[src/rtl/cbd_pkg.sv]
package cbd_pkg;
    localparam int DATA_W     = 8;
    localparam int IDX_W      = 4;
    localparam int PRG_REG_W  = 4;
    localparam int NUM_SLOTS  = 8;
    localparam int SLOT_SEL_W = $clog2(NUM_SLOTS);
    localparam int SLOT_OFS_W = 10;   // 1 KB character slice
    localparam int PRG_OFS_W  = 14;   // 16 KB program window

    typedef enum logic [1:0] {
        MIR_VERT   = 2'd0,
        MIR_HORZ   = 2'd1,
        MIR_ONE_LO = 2'd2,
        MIR_ONE_HI = 2'd3
    } mirror_e;

    typedef struct packed {
        logic [NUM_SLOTS-1:0][DATA_W-1:0] chr;
        logic [PRG_REG_W-1:0]             prg;
        mirror_e                          mir;
    } bank_state_t;
endpackage

[src/rtl/cbd_write_decode.sv]
module cbd_write_decode #(
    parameter int VARIANT = 2
) (
    input  logic                    clk,
    input  logic                    rst_n,
    input  logic [15:0]             cpu_addr,
    input  logic                    cpu_wr,
    output logic                    hit,
    output logic [cbd_pkg::IDX_W-1:0] idx
);
    logic in_low;
    logic in_high;
    logic accept;

    assign in_low  = (cpu_addr[15:13] == 3'b011);
    assign in_high = cpu_addr[15];

    generate
        if (VARIANT == 0) begin : g_low_only
            assign accept = in_low;
        end else if (VARIANT == 1) begin : g_high_only
            assign accept = in_high;
        end else begin : g_both
            assign accept = in_low | in_high;
        end
    endgenerate

    assign hit = cpu_wr & accept;
    assign idx = cpu_addr[cbd_pkg::IDX_W-1:0];

    // an accepted write lies inside a window the variant enables
    assert_window_R1: assert property (@(posedge clk) disable iff (!rst_n)
        hit |-> ((VARIANT != 0 && cpu_addr >= 16'h8000) ||
                 (VARIANT != 1 && cpu_addr >= 16'h6000 && cpu_addr <= 16'h7FFF)));

    // nothing below 0x6000 is ever accepted
    assert_low_ignored_R2: assert property (@(posedge clk) disable iff (!rst_n)
        (cpu_wr && cpu_addr < 16'h6000) |-> !hit);
endmodule

[src/rtl/cbd_regfile.sv]
module cbd_regfile (
    input  logic                          clk,
    input  logic                          rst_n,
    input  logic                          hit,
    input  logic [cbd_pkg::IDX_W-1:0]     idx,
    input  logic [cbd_pkg::DATA_W-1:0]    data,
    output cbd_pkg::bank_state_t          st_q
);
    import cbd_pkg::*;

    bank_state_t st_d;

    always_comb begin
        st_d = st_q;
        if (hit) begin
            if (idx < IDX_W'(NUM_SLOTS)) begin
                st_d.chr[idx[SLOT_SEL_W-1:0]] = data;
            end else if (idx == 4'd8) begin
                st_d.prg = data[PRG_REG_W-1:0];
            end else if (idx == 4'd9) begin
                st_d.mir = mirror_e'(data[1:0]);
            end
        end
    end

    always_ff @(posedge clk) begin
        if (!rst_n) begin
            st_q <= '0;
        end else begin
            st_q <= st_d;
        end
    end

    // state is cleared on the first edge after reset
    assert_reset_clear_R10: assert property (@(posedge clk) disable iff (!rst_n)
        $rose(rst_n) |-> (st_q == '0));

    // no accepted write means no state change
    assert_idle_stable_R2: assert property (@(posedge clk) disable iff (!rst_n)
        !hit |=> $stable(st_q));

    // slot load
    assert_chr_load_R3: assert property (@(posedge clk) disable iff (!rst_n)
        (hit && idx < 4'd8) |=> (st_q.chr[$past(idx[SLOT_SEL_W-1:0])] == $past(data)));

    // program bank keeps low nibble
    assert_prg_load_R4: assert property (@(posedge clk) disable iff (!rst_n)
        (hit && idx == 4'd8) |=> (st_q.prg == $past(data[PRG_REG_W-1:0])));

    // mirroring code load
    assert_mirror_load_R7: assert property (@(posedge clk) disable iff (!rst_n)
        (hit && idx == 4'd9) |=> (st_q.mir == $past(data[1:0])));

    // upper indices leave state alone
    assert_upper_idx_R8: assert property (@(posedge clk) disable iff (!rst_n)
        (hit && idx >= 4'd10) |=> $stable(st_q));
endmodule

[src/rtl/cbd_prg_map.sv]
module cbd_prg_map #(
    parameter int PRG_BANKS = 8,
    localparam int PRG_BW   = (PRG_BANKS > 1) ? $clog2(PRG_BANKS) : 1,
    localparam int PRG_AW   = PRG_BW + cbd_pkg::PRG_OFS_W
) (
    input  logic                              clk,
    input  logic                              rst_n,
    input  logic [cbd_pkg::PRG_REG_W-1:0]     bank_reg,
    input  logic [cbd_pkg::PRG_OFS_W:0]       rd_addr,
    output logic [PRG_AW-1:0]                 rom_addr
);
    import cbd_pkg::*;

    localparam logic [PRG_BW-1:0] LAST_BANK = PRG_BW'(PRG_BANKS - 1);

    logic [PRG_BW-1:0] sel_bank;
    logic [PRG_BW-1:0] eff_bank;

    assign sel_bank = PRG_BW'(32'(bank_reg) % 32'(PRG_BANKS));
    assign eff_bank = rd_addr[PRG_OFS_W] ? LAST_BANK : sel_bank;
    assign rom_addr = {eff_bank, rd_addr[PRG_OFS_W-1:0]};

    // upper window pinned to the last bank
    assert_fixed_upper_R6: assert property (@(posedge clk) disable iff (!rst_n)
        rd_addr[PRG_OFS_W] |-> (rom_addr[PRG_AW-1:PRG_OFS_W] == LAST_BANK));

    // bank field never exceeds the fitted count
    assert_prg_range_R11: assert property (@(posedge clk) disable iff (!rst_n)
        32'(rom_addr[PRG_AW-1:PRG_OFS_W]) < 32'(PRG_BANKS));

    // offset bits pass through unchanged
    assert_prg_offset_R5: assert property (@(posedge clk) disable iff (!rst_n)
        rom_addr[PRG_OFS_W-1:0] == rd_addr[PRG_OFS_W-1:0]);
endmodule

[src/rtl/cbd_chr_map.sv]
module cbd_chr_map #(
    parameter int CHR_BANKS = 128,
    localparam int CHR_BW   = (CHR_BANKS > 1) ? $clog2(CHR_BANKS) : 1,
    localparam int CHR_AW   = CHR_BW + cbd_pkg::SLOT_OFS_W
) (
    input  logic                                                  clk,
    input  logic                                                  rst_n,
    input  logic [cbd_pkg::NUM_SLOTS-1:0][cbd_pkg::DATA_W-1:0]    chr_regs,
    input  logic [cbd_pkg::SLOT_OFS_W+cbd_pkg::SLOT_SEL_W-1:0]    chr_addr,
    output logic [CHR_AW-1:0]                                     mem_addr
);
    import cbd_pkg::*;

    logic [CHR_BW-1:0]     red_bank [NUM_SLOTS];
    logic [SLOT_SEL_W-1:0] slot;

    generate
        for (genvar g = 0; g < NUM_SLOTS; g++) begin : g_slot
            assign red_bank[g] = CHR_BW'(32'(chr_regs[g]) % 32'(CHR_BANKS));
        end
    endgenerate

    assign slot     = chr_addr[SLOT_OFS_W +: SLOT_SEL_W];
    assign mem_addr = {red_bank[slot], chr_addr[SLOT_OFS_W-1:0]};

    // offset inside the 1 KB slice passes through
    assert_chr_offset_R9: assert property (@(posedge clk) disable iff (!rst_n)
        mem_addr[SLOT_OFS_W-1:0] == chr_addr[SLOT_OFS_W-1:0]);

    // character bank field never exceeds the fitted count
    assert_chr_range_R11: assert property (@(posedge clk) disable iff (!rst_n)
        32'(mem_addr[CHR_AW-1:SLOT_OFS_W]) < 32'(CHR_BANKS));
endmodule

[src/rtl/cart_bank_decoder.sv]
module cart_bank_decoder #(
    parameter int VARIANT   = 2,
    parameter int PRG_BANKS = 8,
    parameter int CHR_BANKS = 128,
    localparam int PRG_AW   = ((PRG_BANKS > 1) ? $clog2(PRG_BANKS) : 1) + 14,
    localparam int CHR_AW   = ((CHR_BANKS > 1) ? $clog2(CHR_BANKS) : 1) + 10
) (
    input  logic              clk,
    input  logic              rst_n,
    input  logic [15:0]       cpu_addr,
    input  logic [7:0]        cpu_data,
    input  logic              cpu_wr,
    input  logic [14:0]       prg_rd_addr,
    input  logic [12:0]       chr_addr,
    output logic [PRG_AW-1:0] prg_rom_addr,
    output logic [CHR_AW-1:0] chr_mem_addr,
    output logic [1:0]        mirror_mode
);
    import cbd_pkg::*;

    logic             wr_hit;
    logic [IDX_W-1:0] wr_idx;
    bank_state_t      st_q;

    cbd_write_decode #(.VARIANT(VARIANT)) u_dec (
        .clk      (clk),
        .rst_n    (rst_n),
        .cpu_addr (cpu_addr),
        .cpu_wr   (cpu_wr),
        .hit      (wr_hit),
        .idx      (wr_idx)
    );

    cbd_regfile u_regs (
        .clk   (clk),
        .rst_n (rst_n),
        .hit   (wr_hit),
        .idx   (wr_idx),
        .data  (cpu_data),
        .st_q  (st_q)
    );

    cbd_prg_map #(.PRG_BANKS(PRG_BANKS)) u_prg (
        .clk      (clk),
        .rst_n    (rst_n),
        .bank_reg (st_q.prg),
        .rd_addr  (prg_rd_addr),
        .rom_addr (prg_rom_addr)
    );

    cbd_chr_map #(.CHR_BANKS(CHR_BANKS)) u_chr (
        .clk      (clk),
        .rst_n    (rst_n),
        .chr_regs (st_q.chr),
        .chr_addr (chr_addr),
        .mem_addr (chr_mem_addr)
    );

    assign mirror_mode = st_q.mir;

    // translated character address moves only on a write or a bus address change
    assert_chr_follow_R12: assert property (@(posedge clk) disable iff (!rst_n)
        (!$past(wr_hit) && $stable(chr_addr)) |-> $stable(chr_mem_addr));
endmodule

[config.mk]
export PLATFORM = sky130hd
export DESIGN_NAME = cart_bank_decoder
export DESIGN_NICKNAME = d
export VERILOG_FILES = /design/src/rtl/cbd_pkg.sv /design/src/rtl/cbd_write_decode.sv /design/src/rtl/cbd_regfile.sv /design/src/rtl/cbd_prg_map.sv /design/src/rtl/cbd_chr_map.sv /design/src/rtl/cart_bank_decoder.sv
export SDC_FILE = /design/constraint.sdc
export NUM_CORES = 1
export LEC_CHECK = 0
export CORE_UTILIZATION = 30
export CTS_BUF_LIST = sky130_fd_sc_hd__clkbuf_16
export DETAILED_ROUTE_END_ITERATION = 8
export GPL_ROUTABILITY_DRIVEN = 0
export GPL_TIMING_DRIVEN = 0
export MAX_ROUTING_LAYER = met4
export PLACE_DENSITY = 0.58
export SETUP_SLACK_MARGIN = 0.05
export SLEW_MARGIN = 20
export SYNTH_ARGS = -nofsm -noshare
export SYNTH_HDL_FRONTEND = slang
export SYNTH_SLANG_ARGS = --single-unit
[constraint.sdc]
create_clock -name clk -period 2.9 [get_ports clk]
set_input_delay 0.58 -clock clk [delete_from_list [all_inputs] [get_ports clk]]
set_output_delay 0.58 -clock clk [all_outputs]
set_load 0.1 [all_outputs]
==> results of run 1 <==
-- report_power, final --
group          total [W]  internal (W)  leakage [nW]  switching [W]
sequential      0.000851      0.000847         0.492     0.00000371
combinational   0.000348      0.000107         0.953       0.000241
clock            0.00109      0.000740         0.162       0.000354
-- cell usage in the layout (no fill, tap or decap), drive strengths merged, types with 2 or more instances in the layout --
master,count
nand2,70
mux2i,61
dfxtp,61
buf,43
clkdlybuf4s50,42
clkbuf,17
mux4,14
mux2,7
dlygate4sd2,4
or2,4
inv,3
clkinv,3
nor3,2
nor3b,2
nor4b,2
nand4b,2
bufinv,2
nand3b,2
-- worst max-delay path, delay by kind of cell --
kind,cells,cell delay (ps)
multiplexers,2,840
buffers and inverters,3,630
-- metrics by stage --
step / setup slack (ps) / cells / util / instance area [µm²] / power, W
2_1_floorplan: 404 / 276 / - / 2950 / 0.00113
3_3_place_gp: -1170 / 458 / 0.389 / 3640 / 0.00122
3_5_place_dp: -1170 / 458 / 0.389 / 3640 / 0.00122
4_1_cts: 227 / 474 / 0.420 / 3940 / 0.00231
5_1_grt: 190 / 474 / 0.420 / 3940 / 0.00237
6_report: 249 / 474 / 0.420 / 3940 / 0.00229
-- cell type report --
class,instances,area (µm²)
Clock buffer,9,225
Timing Repair Buffer,53,508
Tap cell,129,161
Buffer,44,292
Clock inverter,7,82.6
Sequential cell,61,1220
Fill cell,900,5430
Multi-Input combinational cell,170,1450
Inverter,1,3.75
-- worst min path at each step --
stage	startpoint	end	depth (start not counted)
global placement	u_regs.st_q[32]	u_regs.st_q[32]	2
finish	u_regs.st_q[46]	u_regs.st_q[46]	2
floorplan	u_regs.st_q[2]	u_regs.st_q[2]	2
detailed placement	u_regs.st_q[36]	u_regs.st_q[36]	2
CTS	u_regs.st_q[36]	u_regs.st_q[36]	2
global route	u_regs.st_q[30]	u_regs.st_q[30]	2
-- kinds of logic (layout without fill, tap and decap cells) --
group,count (synthesis),in the layout,share of synthesized area
simple gates,86,86,0.144
compound gates,2,2,0.00551
mux,82,82,0.340
flops,61,61,0.414
buf+inv,45,114,0.0966
-- per-layer routing --
layer,share of wire,vias to the layer above,track usage,wire [µm]
met2,0.51,51,0.252,3570
met4,0.010,0,0.0535,71
li1,-,1056,-,-
met1,0.44,1043,0.173,3040
met3,0.040,5,0.0283,281
met5,0,-,-,0
==> impl_results.md, run 1 <==
* Syn nets at 331
* Critical path fanouts, max at 10
* Type of origin of the critical path: input pin
* Syn Inst Count at 276
* Crit path DAT at about 2100 ps
* PwrDens at 582 nW/µm²
* Total track usage at 0.148
* Core Region at ~9400 µm²
* Avg Cell Area, Syn at about 11 µm²
* Hold_buf cts at 0
* Yosys cell types at 23
* Setup crit start: chr_addr[10]
* Fmax at 377 MHz
* ANT cells at 0
* Crit end category: output port
* Drt drc at 0
* Register area share after synthesis at 0.414
* Detailed-route via count at 2155
* CTS HTree Levels at 3
* Regs by FF count: u_regs.st_q (61)
* Vias/cell at 4.55
* Synthesis-to-layout area growth at 33.4%
* Worst endpoint required time at roughly 2300 ps
* Reg-to-Reg End: u_regs.st_q[20]
* Unrepaired setup endpoints after global routing: no
* R2R depth at 2
* Post-synth EDFFs at 0
* Synth cell count leaders: nand2_1 (70), dfxtp_1 (61), mux2i_1 (61)
* Worst hold slack at 454 ps
* CP max-delay cell: mux4_2
* Max reg flops at around 60
* TritonCTS clock tree: built
* HPWL after detailed placement at 5.01 mm
* Hold Crit Class: reg -> reg
* Worst-path clk slew at 50 ps
* CP Cell Sequence: buf_2 > buf_6 > mux4_2 > mux2_2 > buf_4
* CTS Buf Count at 9
* Die extent in y at between 100 and 150 µm
* Reg2Reg Setup Slack at about 2300 ps
* CTS sink count at between 60 and 70
* WL final at roughly 7 mm
* Number of port buffers at 53
* Post-CTS Repair Setup Buffers at 0
* Clk root buf: clkbuf_16
* Ys flop type: dfxtp_1
* First-pass GRT wire length at between 10 and 15 mm
* DR pass1 iterations at 4
* Vias in the first global route at just over 2000
* Number of synthesis warnings at 0
* Worst r2r src: u_regs.st_q[20]
* Initial antenna violation count at 0
* Post-CTS Resized at roughly 50
* Worst slew margin at 0.354
* Final Hold Viols at 0
* #FFs+latches synth at ~60
* Count leader, synth: nand2_1
* Async set-reset flop share out of synthesis at 0
* Cell taking the most area after synthesis: dfxtp_1
* Die ar. at approximately 10000 µm²
* Setup CP Type: in -> out
* Worst slew pin tran at about 970 ps
* Syn Std Cell Area at 2950 µm²
* Top reg by flops: u_regs.st_q
* Largest net degree at the start of global routing at 11
* Fin. max-slew vios at 0
* Clock skew at 0 ps
* Post-route ant nets at 0
* DRT iter0 DRCs at 64
* Peak VDD IR at 0.267 mV
* Share of the synthesized area in the top cell type at 0.414
* Remaining global-route overflow at 0
* Sum of negative setup slack at 0 ps
* Routed WL per cell at between 10 and 15 µm
* Status: finished clean
* Final Setup Violations at 0
* Initial core utilization at 0.315
* Share of layout cells above drive strength 1 at 0.252
* Io pins at between 90 and 100
* Rows at 35
* Clock Path Buffers at 2
* Worst setup path endpoint: chr_mem_addr[11]
* Clock Latency Late Sink at around 320 ps
* Area contributors post-synth: dfxtp_1 (41%), mux2i_1 (21%), mux4_2 (11%)
* Largest stage delay, worst path at roughly 550 ps
* Max Cap Viol at 0
* NumNets Final at around 400
* Die X at 101 µm
* Crit path time final at ~2700 ps
* Tcrit/Tclk final at 0.914
* Leakage at around 1.6 nW
No activity file was read; power rests on OpenSTA's default activity.
==> run 2: changes to the inputs <==
- SLEW_MARGIN: 20 -> 25
==> results of run 2 <==
No change in the layout: final DEF, timing and power equal those of run 1.
==> run 3: changes to the inputs <==
- CORE_MARGIN: unset -> 4
==> run 3 against run 2 <==
Flip-flop and latch count unchanged. Largest power group unchanged. Sequential share of layout area increased by 0.44 points. Critical path depth stayed put. Sequential power barely moved.
==> impl_results.md, run 3 (same netlist as run 1, synthesis figures left out) <==
* Worst r2r src: u_regs.st_q[35]
* DR pass1 iterations at 4
* Synthesis-to-layout area growth at 31.6%
* Io pins at roughly 90
* Worst slew margin at 0.349
* Unrepaired setup endpoints after global routing: no
* Clock Latency Late Sink at roughly 320 ps
* Share of layout cells above drive strength 1 at 0.241
* Crit path DAT at 2060 ps
* Drt drc at 0
* Most common cell after layout, fill and taps aside: nand2_1
* Top reg by flops: u_regs.st_q
* Non-Filler Instances at around 470
* Total power at roughly 0.0021 W
* CTS sink count at 61
* WL final at approximately 7.4 mm
* Clock Path Buffers at 2
* Leakage at 1.58 nW
* Type of origin of the critical path: input pin
* Clock skew at 0 ps
* Fmax at 379 MHz
* Worst endpoint required time at between 2000 and 2500 ps
* Vias in the first global route at 2196
* Clk root buf: clkbuf_16
* Core Region at 9420 µm²
* Setup crit start: chr_addr[10]
* Post-CTS Resized at 49
* Post-route ant nets at 0
* Max Cap Viol at 0
* Setup CP Type: in -> out
* DRT iter0 DRCs at 93
* Initial core utilization at 0.313
* Die ar. at roughly 11000 µm²
* Placed instance count at 458
* Hold Crit Class: reg -> reg
* Most frequent cells in the layout: nand2_1 (70), mux2i_1 (61), dfxtp_1 (61)
* Final Setup Violations at 0
* Worst-path clk slew at roughly 50 ps
* Max reg flops at ~60
* HPWL after detailed placement at about 5.4 mm
* Die extent in y at 107 µm
* Fin. max-slew vios at 0
* Worst slew pin tran at ~1000 ps
* Largest net degree at the start of global routing at 11
* First-pass GRT wire length at 11.9 mm
* Rows at 35
* Crit path time final at ~2600 ps
* CTS HTree Levels at 3
* Status: finished clean
* Final Hold Viols at 0
* NumNets Final at 395
* ANT cells at 0
* PwrDens at roughly 540 nW/µm²
* Peak VDD IR at between 0.2 and 0.25 mV
* Total track usage at 0.139
* Die X at 107 µm
* CTS Buf Count at 9
* Number of port buffers at 53
* Vias/cell at ~4.5
* Remaining global-route overflow at 0
* Post-CTS Repair Setup Buffers at 0
* Hold Crit Start: u_regs.st_q[3]
* Worst hold slack at roughly 450 ps
* Initial antenna violation count at 0
* Critical path fanouts, max at 10
* Detailed-route via count at approximately 2100
* Tcrit/Tclk final at 0.910
* Crit end category: output port
* TritonCTS clock tree: built
* Routed WL per cell at ~16 µm
* Hold_buf cts at 0
* Regs by FF count: u_regs.st_q (61)
[run 3: changes by cell type in the layout (fill, tap and decap cells not counted), sizes merged]
cell,before,now
bufinv,2,0
inv,3,5
[run 3: final timing paths]
path,to,cells past startpoint,slack (ps)
max,chr_mem_addr[11],5,260
min,u_regs.st_q[3],2,450
max reg2reg,u_regs.st_q[35],2,2270
min reg2reg,u_regs.st_q[3],2,450
[run 3: where the power goes]
group	leakage, nW	internal (W)	switching [W]
Clock	0.139	0.000556	0.000341
Sequential	0.492	0.000848	0.00000367
Combinational	0.953	0.000107	0.000243
[run 3: metal layers]
metal	vias to the layer above	GRT usage	share of wire
met3	10	0.0331	0.038
li1	1058	-	-
met1	1040	0.169	0.44
met4	0	0.0356	0.0099
met2	39	0.233	0.51
met5	-	-	0
[run 3: area by class of cell]
class | count | area [µm²]
buffer | 44 | 292
clock buffer | 9 | 225
clock inverter | 7 | 27.5
fill | 924 | 5530
inverter | 1 | 3.75
multi-input combinational | 170 | 1450
sequential | 61 | 1220
tap | 129 | 161
timing repair buffer | 53 | 508
[run 3: worst max-delay path: stages]
cell    delay [ps]
buf_2          180
buf_6          220
mux4_2         550
mux2_2         290
buf_4          230
[run 3: per-stage QoR]
| stage | utilization | TNS, ps | area (µm²) | setup slack [ps] |
|---|---|---|---|---|
| global route | 0.412 | 0 | 3880 | 171 |
| CTS | 0.412 | 0 | 3880 | 221 |
| floorplan | - | 0 | 2950 | 404 |
| finish | 0.412 | 0 | 3880 | 262 |
| global placement | 0.387 | -8320 | 3640 | -1210 |
| detailed placement | 0.387 | -8080 | 3640 | -1170 |
